### src/rtl/bpl_pkg.sv
package bpl_pkg;

  parameter int PAY_W  = 6;
  parameter int LANE_W = 7;
  parameter int BEATS  = 32;

  localparam int WORD_W     = PAY_W * BEATS;
  localparam int BEAT_W     = $clog2(BEATS);
  localparam int CODE_SPACE = 1 << LANE_W;
  localparam int NUM_CODES  = 1 << PAY_W;
  localparam int WEIGHT_LO  = LANE_W / 2;
  localparam int WEIGHT_HI  = LANE_W - WEIGHT_LO;

  // Strobes from control to datapath
  typedef struct packed {
    logic              loadWord;
    logic              emitBeat;
    logic [BEAT_W-1:0] txIdx;
    logic              takeBeat;
    logic              firstBeat;
    logic              lastBeat;
  } bpl_strb_t;

  typedef struct packed {
    logic             bad;
    logic [PAY_W-1:0] pay;
  } bpl_dec_t;

  function automatic int lane_weight(input logic [LANE_W-1:0] v);
    int n = 0;
    for (int i = 0; i < LANE_W; i++) n += int'(v[i]);
    return n;
  endfunction

  function automatic logic is_balanced(input logic [LANE_W-1:0] v);
    int w;
    w = lane_weight(v);
    return (w == WEIGHT_LO) || (w == WEIGHT_HI);
  endfunction

  // Payload value p -> p-th balanced value in ascending order
  function automatic logic [LANE_W-1:0] code_of(input logic [PAY_W-1:0] p);
    int rank = 0;
    logic [LANE_W-1:0] cw;
    logic [LANE_W-1:0] res = '0;
    for (int c = 0; c < CODE_SPACE; c++) begin
      cw = c[LANE_W-1:0];
      if (is_balanced(cw)) begin
        if (rank == int'(p)) res = cw;
        rank++;
      end
    end
    return res;
  endfunction

  // Inverse map; anything outside the first NUM_CODES balanced values is bad
  function automatic bpl_dec_t decode_of(input logic [LANE_W-1:0] v);
    int rank = 0;
    logic [LANE_W-1:0] cw;
    bpl_dec_t res;
    res.bad = 1'b1;
    res.pay = '0;
    for (int c = 0; c < CODE_SPACE; c++) begin
      cw = c[LANE_W-1:0];
      if (is_balanced(cw)) begin
        if (cw == v && rank < NUM_CODES) begin
          res.bad = 1'b0;
          res.pay = rank[PAY_W-1:0];
        end
        rank++;
      end
    end
    return res;
  endfunction

endpackage

### src/rtl/bpl_ctrl.sv
module bpl_ctrl
  import bpl_pkg::*;
(
  input  logic      clk,
  input  logic      rstN,
  input  logic      txValid,
  input  logic      lanesInValid,
  output logic      txReady,
  output bpl_strb_t strb
);

  localparam logic [BEAT_W-1:0] LAST_IDX = BEAT_W'(BEATS - 1);

  logic              txBusy;
  logic [BEAT_W-1:0] txCnt;
  logic [BEAT_W-1:0] rxCnt;
  logic              txLast;
  logic              accept;

  assign txLast  = txBusy && (txCnt == LAST_IDX);
  assign txReady = !txBusy || txLast;
  assign accept  = txValid && txReady;

  always_ff @(posedge clk or negedge rstN) begin
    if (!rstN) begin
      txBusy <= 1'b0;
      txCnt  <= '0;
    end else if (accept) begin
      txBusy <= 1'b1;
      txCnt  <= '0;
    end else if (txLast) begin
      txBusy <= 1'b0;
      txCnt  <= '0;
    end else if (txBusy) begin
      txCnt  <= txCnt + 1'b1;
    end
  end

  always_ff @(posedge clk or negedge rstN) begin
    if (!rstN) begin
      rxCnt <= '0;
    end else if (lanesInValid) begin
      rxCnt <= (rxCnt == LAST_IDX) ? '0 : rxCnt + 1'b1;
    end
  end

  always_comb begin
    strb.loadWord  = accept;
    strb.emitBeat  = txBusy;
    strb.txIdx     = txCnt;
    strb.takeBeat  = lanesInValid;
    strb.firstBeat = (rxCnt == '0);
    strb.lastBeat  = (rxCnt == LAST_IDX);
  end

endmodule

### src/rtl/bpl_datapath.sv
module bpl_datapath
  import bpl_pkg::*;
(
  input  logic              clk,
  input  logic              rstN,
  input  bpl_strb_t         strb,
  input  logic [WORD_W-1:0] txWord,
  output logic [LANE_W-1:0] lanesOut,
  output logic              lanesOutValid,
  input  logic [LANE_W-1:0] lanesIn,
  output logic [WORD_W-1:0] rxWord,
  output logic              rxWordValid,
  output logic              rxWordErr,
  output logic              rxBeatErr
);

  logic [WORD_W-1:0] wordReg;
  logic [PAY_W-1:0]  txCol;
  bpl_dec_t          rxDec;
  logic              errAcc;
  logic              errNext;
  logic [BEATS-1:0]  grpReg [PAY_W];

  // Transmit: hold the word, pick one bit per group for the current beat
  always_ff @(posedge clk or negedge rstN) begin
    if (!rstN) wordReg <= '0;
    else if (strb.loadWord) wordReg <= txWord;
  end

  always_comb begin
    for (int j = 0; j < PAY_W; j++) begin
      txCol[j] = wordReg[j*BEATS + int'(strb.txIdx)];
    end
  end

  always_ff @(posedge clk or negedge rstN) begin
    if (!rstN) begin
      lanesOut      <= '0;
      lanesOutValid <= 1'b0;
    end else begin
      lanesOutValid <= strb.emitBeat;
      if (strb.emitBeat) lanesOut <= code_of(txCol);
    end
  end

  // Receive: decode, shift into each group from the top, accumulate errors
  assign rxDec   = decode_of(lanesIn);
  assign errNext = strb.firstBeat ? rxDec.bad : (errAcc | rxDec.bad);

  for (genvar j = 0; j < PAY_W; j++) begin : g_grp
    always_ff @(posedge clk or negedge rstN) begin
      if (!rstN) grpReg[j] <= '0;
      else if (strb.takeBeat) grpReg[j] <= {rxDec.pay[j], grpReg[j][BEATS-1:1]};
    end
    assign rxWord[j*BEATS +: BEATS] = grpReg[j];
  end

  always_ff @(posedge clk or negedge rstN) begin
    if (!rstN) begin
      errAcc      <= 1'b0;
      rxBeatErr   <= 1'b0;
      rxWordValid <= 1'b0;
      rxWordErr   <= 1'b0;
    end else begin
      rxBeatErr   <= strb.takeBeat && rxDec.bad;
      rxWordValid <= strb.takeBeat && strb.lastBeat;
      if (strb.takeBeat) begin
        errAcc <= errNext;
        if (strb.lastBeat) rxWordErr <= errNext;
      end
    end
  end

  AST_BEAT_WEIGHT: assert property (@(posedge clk) disable iff (!rstN)
    lanesOutValid |-> ($countones(lanesOut) == WEIGHT_LO || $countones(lanesOut) == WEIGHT_HI));
  AST_LANES_HOLD: assert property (@(posedge clk) disable iff (!rstN)
    !lanesOutValid |-> $stable(lanesOut));
  AST_BEAT_ERR_SOURCE: assert property (@(posedge clk) disable iff (!rstN)
    rxBeatErr |-> $past(strb.takeBeat));
  AST_WORD_PULSE: assert property (@(posedge clk) disable iff (!rstN)
    rxWordValid |=> !rxWordValid);

endmodule

### src/rtl/bpl_codec.sv
module bpl_codec
  import bpl_pkg::*;
(
  input  logic              clk,
  input  logic              rstN,
  input  logic [WORD_W-1:0] txWord,
  input  logic              txValid,
  output logic              txReady,
  output logic [LANE_W-1:0] lanesOut,
  output logic              lanesOutValid,
  input  logic [LANE_W-1:0] lanesIn,
  input  logic              lanesInValid,
  output logic [WORD_W-1:0] rxWord,
  output logic              rxWordValid,
  output logic              rxWordErr,
  output logic              rxBeatErr
);

  bpl_strb_t strb;

  bpl_ctrl u_ctrl (
    .clk          (clk),
    .rstN         (rstN),
    .txValid      (txValid),
    .lanesInValid (lanesInValid),
    .txReady      (txReady),
    .strb         (strb)
  );

  bpl_datapath u_dp (
    .clk           (clk),
    .rstN          (rstN),
    .strb          (strb),
    .txWord        (txWord),
    .lanesOut      (lanesOut),
    .lanesOutValid (lanesOutValid),
    .lanesIn       (lanesIn),
    .rxWord        (rxWord),
    .rxWordValid   (rxWordValid),
    .rxWordErr     (rxWordErr),
    .rxBeatErr     (rxBeatErr)
  );

  AST_FIRST_BEAT_LAT: assert property (@(posedge clk) disable iff (!rstN)
    (txValid && txReady) |-> ##2 lanesOutValid);
  AST_STREAM_CONT: assert property (@(posedge clk) disable iff (!rstN)
    !txReady |=> lanesOutValid);

endmodule

### config.mk
export PLATFORM = sky130hd
export DESIGN_NAME = bpl_codec
export DESIGN_NICKNAME = d
export VERILOG_FILES = /design/src/rtl/bpl_pkg.sv /design/src/rtl/bpl_ctrl.sv /design/src/rtl/bpl_datapath.sv /design/src/rtl/bpl_codec.sv
export SDC_FILE = /design/constraint.sdc
export NUM_CORES = 1
export LEC_CHECK = 0
export BUFFER_PORTS_ARGS = -buffer_cell sky130_fd_sc_hd__buf_2
export CORE_AREA = 4 4 188 190
export CTS_CLUSTER_SIZE = 24
export DETAILED_ROUTE_END_ITERATION = 16
export DIE_AREA = 0 0 192 194
export GPL_ROUTABILITY_DRIVEN = 0
export GPL_TIMING_DRIVEN = 1
export PLACE_DENSITY = 0.85
export SLEW_MARGIN = 30
export SYNTH_ARGS = -nofsm -noshare
export SYNTH_HDL_FRONTEND = slang
export SYNTH_SLANG_ARGS = --single-unit
### constraint.sdc
create_clock -name clk -period 3.4 [get_ports clk]
set_input_delay 0.68 -clock clk [delete_from_list [all_inputs] [get_ports clk]]
set_output_delay 0.68 -clock clk [all_outputs]
set_load 0.02 [all_outputs]
==> results of run 1 <==
timing repair:
item | in CTS | in global routing
endpoints found under the hold margin | 0 | 0
hold buffers | 0 | 0
resized for setup | 0 | 5
endpoints found under the setup margin | 0 | 3
how the worst max path moves through the flow:
stage,cells past startpoint,end,startpoint
final,9,u_dp.lanesOut[1],u_ctrl.txCnt[0]
after global routing,8,u_dp.lanesOut[3],u_ctrl.txCnt[0]
after CTS,7,txReady,u_ctrl.txCnt[0]
after detailed placement,9,u_dp.lanesOut[3],u_ctrl.txCnt[0]
after global placement,8,u_dp.lanesOut[4],u_ctrl.txCnt[0]
after floorplan,9,u_dp.lanesOut[3],u_ctrl.txCnt[0]
flip-flops by register name, indices dropped and copies added (netlist names):
name and count:
u_dp.errAcc 1, u_ctrl.txBusy 1, u_ctrl.rxCnt 5, u_dp.lanesOut 7
u_dp.wordReg 192, u_dp.rxWordValid 1, u_dp.rxWordErr 1, u_ctrl.txCnt 5
u_dp.rxWord 192, u_dp.lanesOutValid 1, u_dp.rxBeatErr 1
per-stage QoR:
step	setup slack (ps)	total power, µW
5_1_grt	27.1	24200
3_3_place_gp	236	17800
4_1_cts	63.6	22900
6_report	133	22900
3_5_place_dp	99.9	18400
2_1_floorplan	513	15300
where the power goes:
part | internal, µW | switching (µW) | leakage, µW
Sequential | 7010 | 1510 | 0.00503
Clock | 2590 | 1840 | 0.000653
Combinational | 4710 | 5280 | 0.00492
Total | 14300 | 8630 | 0.0106
Yosys cell counts, types with 4 or more instances:
master	instances	area share [%]
nor2b_1	17	0.58
a32oi_1	4	0.19
nor2_1	49	1.0
a31oi_1	13	0.44
nor3_1	12	0.33
mux2_2	384	24
nand2b_1	13	0.44
nand4_1	4	0.14
and3_1	8	0.27
a22oi_1	11	0.45
buf_6	6	0.37
buf_4	6	0.25
clkbuf_1	68	1.4
and2_1	6	0.20
buf_2	11	0.30
mux2i_1	29	1.6
dfrtp_1	407	55
mux4_2	41	5.0
nand3_1	16	0.44
a221oi_1	4	0.19
o21ai_0	35	0.95
ha_1	5	0.34
nand2_1	46	0.94
a21oi_1	33	0.90
o22ai_1	6	0.20
inv_1	11	0.22
layer usage:
layer	vias up	global-route usage [%]
met1	6425	30.8
met4	8	7.63
li1	5693	-
met3	128	6.77
met2	581	41.9
met5	-	0
final cells by class:
type,count,share of cell area (%)
clock inverters,8,0.207
multi-input cells,816,34.6
inverters,11,0.185
flip-flops and latches,407,45.7
diodes,8,0.0897
clock buffers,69,5.76
well taps,448,2.51
repair buffers,446,11.0
cells by family after synthesis:
logic type | count (synthesis) | synth area share [%]
xor+xnor | 4 | 0.191
flops | 407 | 55.5
fa+ha+maj | 6 | 0.395
buf+inv | 106 | 2.67
simple gates | 192 | 5.21
mux | 455 | 30.2
compound gates | 159 | 5.85
==> metrics.md, run 1 <==
| Metric | Value |
|---|---|
| Status | `complete, no violations` |
| Worst Path Max Fanout | `11` |
| CP bufs+invs | `2` |
| Unrepaired setup endpoints after global routing | `no` |
| DRC | `0` |
| Synth cell types | `72` |
| Met1 WL | `17800 µm` |
| Initial antenna violation count | `10` |
| Mapped Cells | `1329` |
| Pwr dens | `1030 nW/µm²` |
| Vias | `12800` |
| Reg2reg setup slack | `130 ps` |
| End-of-flow core utilization | `66.7%` |
| Total CTS buffers | `43` |
| Maximum clock insertion buffer count | `3` |
| DP HPWL | `33400 µm` |
| Worst R2R Start | `u_ctrl.txCnt[0]` |
| Number of synthesized flops with an enable pin | `0` |
| Crit path cell chain | `buf_12, mux4_2, mux4_2, mux2i_1, buf_4, and2_1, nor4_1, o21ai_0, a41oi_2` |
| TritonRoute pass-1 iters | `6` |
| Slowest cell delay on critical path | `580 ps` |
| Die X | `192 µm` |
| Crit end category | `register` |
| Req. time, crit path | `3810 ps` |
| Slew @ Worst Pin | `816 ps` |
| Post-Syn Area | `18400 µm²` |
| Register area share after synthesis | `55.5%` |
| Minimum clock period after layout | `3270 ps` |
| Worst min path class | `in2async` |
| Area of all sequential standard cells | `10200 µm²` |
| Commonest non-fill, non-tap cell in the layout | `dfrtp_1` |
| Routed met3 length | `3960 µm` |
| Ys flop type | `dfrtp_1` |
| Post-detailed-routing wire length | `47000 µm` |
| Sink Count | `407` |
| Vias in the first global route | `13400` |
| Max layer used | `met5` |
| Met2 wire length | `23700 µm` |
| Worst rel slew slack | `45.6%` |
| Layout Nets | `1933` |
| Final setup vio count | `0` |
| Area after DPL | `21000 µm²` |
| Critical R2R Capture | `u_dp.lanesOut[1]` |
| Global route overflow | `0` |
| Filler cells | `2376` |
| Leakage power | `0.0106 µW` |
| Hold Violations, Final | `0` |
| Max_cap viols | `0` |
| Antenna viol nets, final | `0` |
| Starting Density | `54.9%` |
| Max H-tree Level | `2` |
| Die height | `194 µm` |
| #FFs+latches synth | `407` |
| Total track usage | `24.6%` |
| Post-Syn Nets | `1537` |
| Top Ports | `407` |
| P&R area growth vs syn | `21.5%` |
| Drt initial violations | `1326` |
| Area of the multi-input gates | `7720 µm²` |
| Slew Limit Fails | `0` |
| Share of post-route cells with drive strength above 1 | `53.8%` |
| Placed cells | `2128` |
| FMAX | `0.306 GHz` |
| Clock Latency Late Sink | `540 ps` |
| Critical path type | `reg2reg` |
| Routed len/inst | `21.2 µm` |
| YS warnings | `0` |
| FP Rows | `67` |
| Worst R2R Path Depth | `9` |
| Crit path max-delay family | `multiplexers` |
| CP most frequent cell | `mux4_2` |
| Async set-or-reset flop fraction in the synthesized netlist | `100%` |
| Max stage delay cell, worst path | `dfrtp_4` |
| Hold_ws | `173 ps` |
| CP Launch Type | `register` |
| Design Area, Final | `22300 µm²` |
| Layout Cells excl Fill | `2213` |
| Clk_skew | `17.4 ps` |
| Most frequent cells in the layout | `dfrtp_1, buf_2, mux2_2, nor2_1` |
| CTS root buffer | `clkbuf_16` |
| Die area | `37200 µm²` |
| Setup TNS | `0 ps` |
| Largest net degree at the start of global routing | `104` |
| Port Buf Inserts | `406` |
| TritonCTS clock tree | `done` |
| Clock-pin slew of the registers on the worst-case setup and hold paths | `70 ps` |
| Mean Syn Cell Area | `13.8 µm²` |
| Critical path arrival | `3670 ps` |
| Worst VDD drop | `0.000780 V` |
| Vias per cell | `5.80` |
| Post-CTS setup buffers | `0` |
| Core area | `33400 µm²` |
| First-pass GRT wire length | `73800 µm` |
| Final Cycle Share | `96.1%` |
Power figures use the tool's default switching activity.
==> run 2: changes to the inputs <==
SETUP_SLACK_MARGIN = 0.2   (was not set)
==> metrics.md, run 2 (same netlist as run 1, synthesis figures left out) <==
| Metric | Value |
|---|---|
| Antenna viol nets, final | `0` |
| Vias | `12900` |
| Crit path max-delay family | `multiplexers` |
| Design Area, Final | `22400 µm²` |
| Slew @ Worst Pin | `811 ps` |
| Drt initial violations | `1353` |
| Worst R2R Path Depth | `9` |
| Clock-pin slew of the registers on the worst-case setup and hold paths | `60 ps` |
| Sink Count | `407` |
| DRC | `0` |
| Crit path cell chain | `buf_4, mux4_2, mux4_2, mux2i_2, buf_4, a211oi_1, o31ai_1, a221oi_2, a31oi_1` |
| Worst Path Max Fanout | `11` |
| Critical path arrival | `3590 ps` |
| Port Buf Inserts | `406` |
| Clock Latency Late Sink | `540 ps` |
| Routed len/inst | `21.3 µm` |
| Layout Nets | `1940` |
| Worst rel slew slack | `45.9%` |
| FP Rows | `67` |
| Pwr dens | `1040 nW/µm²` |
| TritonCTS clock tree | `done` |
| Setup TNS | `0 ps` |
| Slowest cell delay on critical path | `530 ps` |
| Req. time, crit path | `3860 ps` |
| Vias per cell | `5.83` |
| Met2 capacity usage during global routing | `42.1%` |
| Top Usage Layer GRT | `met2` |
| M3 GR Usage | `6.77%` |
| Final setup vio count | `0` |
| Post-detailed-routing wire length | `47300 µm` |
| Max H-tree Level | `2` |
| Max_cap viols | `0` |
| Max stage delay cell, worst path | `dfrtp_4` |
| CTS root buffer | `clkbuf_16` |
| Crit end category | `register` |
| Starting Density | `54.9%` |
| Die area | `37200 µm²` |
| Worst R2R Start | `u_ctrl.txCnt[0]` |
| Filler cells | `2359` |
| Area of all sequential standard cells | `10200 µm²` |
| CTS Hold Bufs | `0` |
| FMAX | `0.320 GHz` |
| Total track usage | `24.7%` |
| Worst VDD drop | `0.000779 V` |
| Area of the multi-input gates | `7740 µm²` |
| Slew Limit Fails | `0` |
| Die X | `192 µm` |
| Met1 GRT Util | `30.9%` |
| Area after DPL | `21000 µm²` |
| Critical R2R Capture | `u_dp.lanesOut[3]` |
| P&R area growth vs syn | `22.0%` |
| Minimum clock period after layout | `3130 ps` |
| Critical path type | `reg2reg` |
| Clk_skew | `16.8 ps` |
| Die height | `194 µm` |
| Maximum clock insertion buffer count | `3` |
| Share of post-route cells with drive strength above 1 | `54.2%` |
| Total CTS buffers | `43` |
| CP bufs+invs | `2` |
| Reg2reg setup slack | `270 ps` |
| Hold Violations, Final | `0` |
| Commonest non-fill, non-tap cell in the layout | `dfrtp_1` |
| Most frequent cells in the layout | `dfrtp_1, buf_2, mux2_2, nor2_1` |
| Core area | `33400 µm²` |
| Leakage power | `0.0107 µW` |
| First-pass GRT wire length | `74000 µm` |
| Largest net degree at the start of global routing | `104` |
| Worst min path class | `in2async` |
| Final Cycle Share | `92.0%` |
| Unrepaired setup endpoints after global routing | `no` |
| Top Ports | `407` |
| Vias in the first global route | `13400` |
| Status | `complete, no violations` |
| TritonRoute pass-1 iters | `9` |
| Global route overflow | `0` |
| DP HPWL | `33400 µm` |
| Initial antenna violation count | `10` |
| CP Launch Type | `register` |
==> run 2: what timing repair did <==
| action | in CTS | in global routing |
|---|---|---|
| pin swaps | 0 | 2 |
| buffers inserted | 1 | 6 |
| endpoints found under the setup margin | 5 | 6 |
| gates cloned | 0 | 0 |
| resized for setup | 3 | 9 |
| endpoints found under the hold margin | 0 | 0 |
==> run 2: worst max path at each step <==
stage / start / to / slack (ps) / cells after the start
2_1_floorplan: u_ctrl.txCnt[0] / u_dp.lanesOut[3] / 510 / 9
3_3_place_gp: u_ctrl.txCnt[0] / u_dp.lanesOut[4] / 240 / 8
3_5_place_dp: u_ctrl.txCnt[0] / u_dp.lanesOut[3] / 100 / 9
4_1_cts: u_ctrl.txCnt[0] / u_dp.lanesOut[3] / 210 / 8
5_1_grt: u_ctrl.txCnt[0] / txReady / 200 / 7
6_report: u_ctrl.txCnt[0] / u_dp.lanesOut[3] / 270 / 9
==> run 2: final cells by class <==
class / count / share of cell area, %
Sequential cell: 407 / 45.5
Timing Repair Buffer: 453 / 11.2
Clock buffer: 69 / 5.74
Inverter: 11 / 0.184
Clock inverter: 8 / 0.207
Tap cell: 448 / 2.50
Multi-Input combinational cell: 816 / 34.6
Antenna cell: 6 / 0.0670
==> run 2: per-stage QoR <==
stage               std cells  hold slack (ps)  power, µW  setup slack [ps]  utilization, %
floorplan                1329              384      15300               513               -
global placement         2128              459      17800               236            62.6
detailed placement       2128              471      18400              99.9            62.6
CTS                      2206              198      22900               211            66.7
global route             2218              215      24500               197            67.0
finish                   2218              176      23200               272            67.0
==> run 2: power by group <==
| group | total (µW) | leakage, µW | internal [µW] | switching (µW) |
|---|---|---|---|---|
| Sequential | 8520 | 0.00503 | 7010 | 1500 |
| Clock | 4420 | 0.000653 | 2590 | 1840 |
| Combinational | 10300 | 0.00497 | 4900 | 5390 |
| Total | 23200 | 0.0107 | 14500 | 8730 |
==> run 2: metal layers <==
metal	up-vias	routed length [µm]
met4	8	1470
met2	593	23800
li1	5715	-
met1	6479	17800
met5	-	57
met3	130	4150
